## config.mk

```make
export PLATFORM = sky130hd
export DESIGN_NAME = sync_load_counter
export DESIGN_NICKNAME = d
export VERILOG_FILES = /design/src/rtl/cnt_pkg.sv /design/src/rtl/cnt_mode_sel.sv /design/src/rtl/cnt_next_state.sv /design/src/rtl/cnt_carry_gen.sv /design/src/rtl/sync_load_counter.sv
export SDC_FILE = /design/constraint.sdc
export NUM_CORES = 1
export LEC_CHECK = 0
export BUFFER_PORTS_ARGS = -buffer_cell sky130_fd_sc_hd__clkbuf_2
export CORE_AREA = 2 2 39 41
export DETAILED_ROUTE_END_ITERATION = 10
export DIE_AREA = 0 0 41 43
export PLACE_DENSITY_LB_ADDON = 0.12
export SETUP_SLACK_MARGIN = 0.05
export SKIP_CTS_REPAIR_TIMING = 1
export SLEW_MARGIN = 20
export SYNTH_ARGS = -nofsm -noshare
export SYNTH_HDL_FRONTEND = slang
export SYNTH_SLANG_ARGS = --single-unit
```

## constraint.sdc

```tcl
create_clock -name clk -period 1.6 [get_ports clk]
set_input_delay 0.08 -clock clk [delete_from_list [all_inputs] [get_ports clk]]
set_output_delay 0.08 -clock clk [all_outputs]
set_load 0.01 [all_outputs]
```

## src/rtl/cnt_pkg.sv

```systemverilog
package cnt_pkg;
  typedef enum logic [1:0] {
    MODE_HOLD  = 2'd0,
    MODE_COUNT = 2'd1,
    MODE_LOAD  = 2'd2
  } mode_t;
endpackage

```

## src/rtl/cnt_mode_sel.sv

```systemverilog
module cnt_mode_sel
  import cnt_pkg::*;
(
  input  logic  load_n,
  input  logic  en_local,
  input  logic  en_chain,
  output mode_t mode
);
  // Load outranks counting; counting needs both enables.
  always_comb begin
    if (!load_n)                  mode = MODE_LOAD;
    else if (en_local && en_chain) mode = MODE_COUNT;
    else                          mode = MODE_HOLD;
  end
endmodule

```

## src/rtl/cnt_next_state.sv

```systemverilog
module cnt_next_state
  import cnt_pkg::*;
#(
  parameter int WIDTH = 4
) (
  input  mode_t            mode,
  input  logic [WIDTH-1:0] cur,
  input  logic [WIDTH-1:0] din,
  output logic [WIDTH-1:0] nxt
);
  logic [WIDTH-1:0] toggle;
  logic [WIDTH-1:0] incr;

  // Toggle chain: bit i flips when all lower bits are one.
  assign toggle[0] = 1'b1;
  genvar i;
  generate
    for (i = 1; i < WIDTH; i++) begin : g_tgl
      assign toggle[i] = toggle[i-1] & cur[i-1];
    end
    for (i = 0; i < WIDTH; i++) begin : g_inc
      assign incr[i] = cur[i] ^ toggle[i];
    end
  endgenerate

  always_comb begin
    case (mode)
      MODE_LOAD:  nxt = din;
      MODE_COUNT: nxt = incr;
      default:    nxt = cur;
    endcase
  end
endmodule

```

## src/rtl/cnt_carry_gen.sv

```systemverilog
module cnt_carry_gen #(
  parameter int WIDTH = 4
) (
  input  logic [WIDTH-1:0] cur,
  input  logic             en_chain,
  output logic             carry
);
  assign carry = en_chain & (&cur);
endmodule

```

## src/rtl/sync_load_counter.sv

```systemverilog
module sync_load_counter
  import cnt_pkg::*;
#(
  parameter int WIDTH = 4
) (
  input  logic             clk,
  input  logic             clr_n,
  input  logic             load_n,
  input  logic             en_local,
  input  logic             en_chain,
  input  logic [WIDTH-1:0] din,
  output logic [WIDTH-1:0] q,
  output logic             carry
);
  localparam logic [WIDTH-1:0] ALL_ONES = '1;

  mode_t            mode;
  logic [WIDTH-1:0] state_q;
  logic [WIDTH-1:0] state_d;

  cnt_mode_sel u_mode (
    .load_n   (load_n),
    .en_local (en_local),
    .en_chain (en_chain),
    .mode     (mode)
  );

  cnt_next_state #(.WIDTH(WIDTH)) u_next (
    .mode (mode),
    .cur  (state_q),
    .din  (din),
    .nxt  (state_d)
  );

  cnt_carry_gen #(.WIDTH(WIDTH)) u_carry (
    .cur      (state_q),
    .en_chain (en_chain),
    .carry    (carry)
  );

  always_ff @(posedge clk or negedge clr_n) begin
    if (!clr_n) state_q <= '0;
    else        state_q <= state_d;
  end

  assign q = state_q;


  load_takes_din_chk: assert property (@(posedge clk) disable iff (!clr_n)
    !load_n |=> q == $past(din));


  count_step_chk: assert property (@(posedge clk) disable iff (!clr_n)
    (load_n && en_local && en_chain) |=> q == WIDTH'($past(q) + 1'b1));


  wrap_to_zero_chk: assert property (@(posedge clk) disable iff (!clr_n)
    (load_n && en_local && en_chain && q == ALL_ONES) |=> q == '0);


  hold_stable_chk: assert property (@(posedge clk) disable iff (!clr_n)
    (load_n && !(en_local && en_chain)) |=> $stable(q));


  carry_needs_full_chk: assert property (@(posedge clk) disable iff (!clr_n)
    carry |-> (q == ALL_ONES && en_chain));
endmodule

```

Word level (Yosys, flattened, before mapping)
Index checks and enable logic that the tools add are counted.

Register bits after elaboration: 4. Bits of input ports: 9. Output and inout bits: 5.

Equal/unequal tests: 2. Muxes and demuxes: 3. Bitwise gates (word level): 7. Reduce and logical (&&, ||, !) cells: 3.

Operator list (number): one-hot mux 4 bit (2 select lines) (1); AND reduction 4 bit (1); bitwise AND 1 bit (3); XOR 1 bit (3); equality test 2 x 1 -> 1 bit, second input constant (1); equality test 2 bit, second input constant (1); two-way mux 2 bit (1); nonzero test 2 bit (1); logical AND 1 bit (1); two-way mux 1 bit (1); NOT 1 bit (1).

Depth between registers and ports, before layout
Depth in word-level cells: 5. Gate-level depth with buffers: 5. Gate-level depth less buffers: 5.

Modules after synthesis
Synthesis repeated with hierarchy kept, for this count alone.

Cell total of the unflattened synthesis: 31. Area, all modules: 275.3 µm².

By module, submodules not included: cnt_next_state (instances 1, cells an instance 22, area each 152.6 µm²); sync_load_counter (instances 1, cells an instance 4, area each 100.1 µm²); cnt_carry_gen (instances 1, cells an instance 3, area each 12.5 µm²); cnt_mode_sel (instances 1, cells an instance 2, area each 10.0 µm²).

Worst setup path before layout
No wires, ideal clock.

Kind: register to register. From: register state_q[0], in the netlist q[0]. To: register state_q[3], in the netlist q[3]. Library setup time: 0.125 ns. Arrival: 1.092 ns. Data required time: 1.475 ns. Setup slack: 0.383 ns. Cell stages (with the launch flop): 6. Buffers on the path: 0. Clock period less this slack: 1.217 ns. Cell sequence: dfrtp_1 -> ha_1 -> ha_1 -> nand3_1 -> xor2_1 -> a21oi_1.

Longest elaborated chain between the ends: 4.

RTL lines: start: declaration (RTL line sync_load_counter.sv:18) `logic [WIDTH-1:0] state_q;`; start signal: assignment (RTL line sync_load_counter.sv:43) `else state_q <= state_d;`; bitwise AND 1 bit (2 in series) (RTL line cnt_next_state.sv:19) `assign toggle[i] = toggle[i-1] & cur[i-1];`; XOR 1 bit (RTL line cnt_next_state.sv:22) `assign incr[i] = cur[i] ^ toggle[i];`; one-hot mux 4 bit (2 select lines) (RTL line cnt_next_state.sv:27) `case (mode)`.

No other way between the ends. A chain may end at the register's enable or synchronous reset.

Worst setup path in the final report
From: register state_q[0], in the netlist q[0]. To: output carry.

Longest elaborated chain between the ends: 2.

RTL lines: AND reduction 4 bit (RTL line cnt_carry_gen.sv:8) `assign carry = en_chain & (&cur);`; bitwise AND 1 bit (RTL line cnt_carry_gen.sv:8); end: declaration (RTL line sync_load_counter.sv:13) `output logic carry`.

No other way between the ends.

==> run metrics <==
Max-Cap Viols=0; GRT overflow=0; clock tree buffer depth=2; wire length on met3=50 µm; Ant. Diodes=0; fmax=781.3 MHz; total power=about 0.00032 W; root buffer cell=clkbuf_4; vias in the first global route=around 240; Hold WS=slightly above 0.09 ns; Critical Path Start Type=register; Mapped Area=224.0 µm²; Worst-Margin Slew=0.1365 ns; core area=between 0.001 and 0.0015 mm²; DR iter-0 viols=0; worst reg2reg path startpoint=q[0]; Worst EP required=1.52 ns; filler instances=153; global-route wire length before repair=869 µm; worst rel slew slack=0.9064; r2r worst-path depth=5; area delta synth->final=50.28%; static leakage=0.1745 nW; fin crit period=between 1 and 1.5 ns; Power Dens Cells=954.3 mW/mm²; unrepaired setup endpoints after global routing=false; status=finished, final reports clean; Avg WL per Cell=8.796 µm; CP max-delay cell=dfrtp_1; synth warn=0; Final nets=51; CTS tree=yes; worst-path cell chain=ha_1, and4_2, clkbuf_2; row count=14; synth unique cells=10; DR vias=218; Synth Area in Compound Gates=0.08939; starting density of the core=0.1618; #FFs+latches synth=4; worst ir drop on vdd=0.2774 mV; total track usage=0.07646; Port Buf Inserts=13; area leader, netlist=dfrtp_1; hold path startpoint=din[3]; Post-Synth XOR/XNOR Area=0.07821; Synth top area share=0.4469; Max FO, Critical Path=3; met2 routed WL=231 µm; Top Family by Delay on Critical Path=flip-flops; Die Height=43 µm; Sink Count=4; Die Area=0.001763 mm²; top post-synthesis cells by area=dfrtp_1, ha_1, a21oi_1; post-synthesis mux area share=0.08939; WHS Endpoint=q[3]; drt first pass iters=1; Num CTS Buffers=3; layout cell share with drive strength beyond 1=0.4737; DR vias/cell=~4.0; worst r2r dst=q[3]; Max H-tree Level=1; Seq/Total Area, Yosys=0.4469; initial antenna violation count=0; clock latency on the worst-skew pair=0.23 ns; syn_area_per_cell=10.18 µm²; DRC Markers=0; worst setup path class=register to primary output; max FFs per register=4; Die Wd=approximately 40 µm; Reg2Reg Setup Slack=about 0.36 ns; Post-Syn Nets=33; main combinational cell family by area after synthesis=simple AND/OR/NAND/NOR gates; Syn Inst Count=22; Min-Delay Path Depth=3; Setup TNS=0 ns; crit path buf inv count=1; Synth Area in Adders=0.1117; CTS clock-pin slew for the worst setup and hold paths=0.04 ns; uppermost layer routed=met3; remaining antenna violation count after routing=0; CP arrival=1.20 ns; worst stage delay on the critical path=0.39 ns; largest net degree at the start of global routing=9; Final Hold Fails=0; Synth Area in Simple Gates=0.1620; final period utilization=0.8000; GP Congestion=0.6429; DRT met1 WL=between 150 and 200 µm; Setup violations, final=0; io pins=14; clk_skew=0.0003719 ns; Min-Delay Path Class=input pin to register; Crit. End Element=primary output; Max Slew Vio Count=0; Total Wirelength=between 400 and 500 µm
==> metal layers <==
metal	GRT usage	vias up
met2	0.1000	9
met4	0.08000	0
met1	0.08091	98
met3	0.03665	0
met5	0	-
li1	-	111
==> cell usage after synthesis, drive strengths merged <==
| library cell | instances |
|---|---|
| a21oi | 4 |
| mux2i | 2 |
| nand2 | 1 |
| dfrtp | 4 |
| xor2 | 2 |
| ha | 2 |
| clkbuf | 1 |
| and4 | 1 |
| nand3 | 1 |
| nor2 | 4 |
==> cell usage in the layout (no fill, tap or decap), drive strengths merged <==
cell,instances
dfrtp,4
clkbuf,16
nand3,1
ha,2
mux2i,2
xor2,2
dlygate4sd3,1
nand2,1
and4,1
a21oi,4
nor2,4
==> cells by family (layout without fill, tap and decap cells) <==
family          count (synthesis)  count (layout)
simple gates                    7               7
compound gates                  4               4
flops                           4               4
fa+ha+maj                       2               2
xor+xnor                        2               2
mux                             2               2
buf+inv                         1              17
==> tightest hold or removal path: stages <==
cell,delay (ns)
clkbuf_2,0.08
nor2_1,0.08
a21oi_1,0.04
==> layout make-up <==
class | instances | area, µm² | share of cell area
Multi-Input combinational cell | 17 | 118.9 | 0.3532
Sequential cell | 4 | 100.1 | 0.2974
Timing Repair Buffer | 14 | 75.07 | 0.2230
Tap cell | 16 | 20.02 | 0.05948
Clock buffer | 3 | 22.52 | 0.06691
==> report_power, final <==
group | total [W] | internal (W) | switching, W
Sequential | 0.000125 | 0.000114 | 0.0000106
Combinational | 0.0000733 | 0.0000372 | 0.0000361
Clock | 0.000123 | 0.0000838 | 0.0000394
Total | 0.000321 | 0.000235 | 0.0000861
==> worst max-delay path by stage <==
stage	start	to	slack [ns]	cells past startpoint
after global routing	q[0]	q[3]	0.24	5
final	q[0]	carry	0.32	3
after detailed placement	q[0]	q[3]	0.35	5
after CTS	q[0]	carry	0.30	3
after floorplan	q[0]	q[3]	0.38	5
after global placement	q[0]	q[3]	0.37	5
==> metrics by stage <==
step                      utilization  instance area [µm²]  cells  setup WS (ns)
final                          0.2432                336.6     54         0.3201
after global routing           0.2432                336.6     54         0.2440
after CTS                      0.2360                326.6     53         0.3011
after detailed placement       0.2197                304.0     50         0.3526
after global placement         0.2197                304.0     50         0.3703
after floorplan                     -                224.0     22         0.3826
Power figures use the tool's default switching activity.
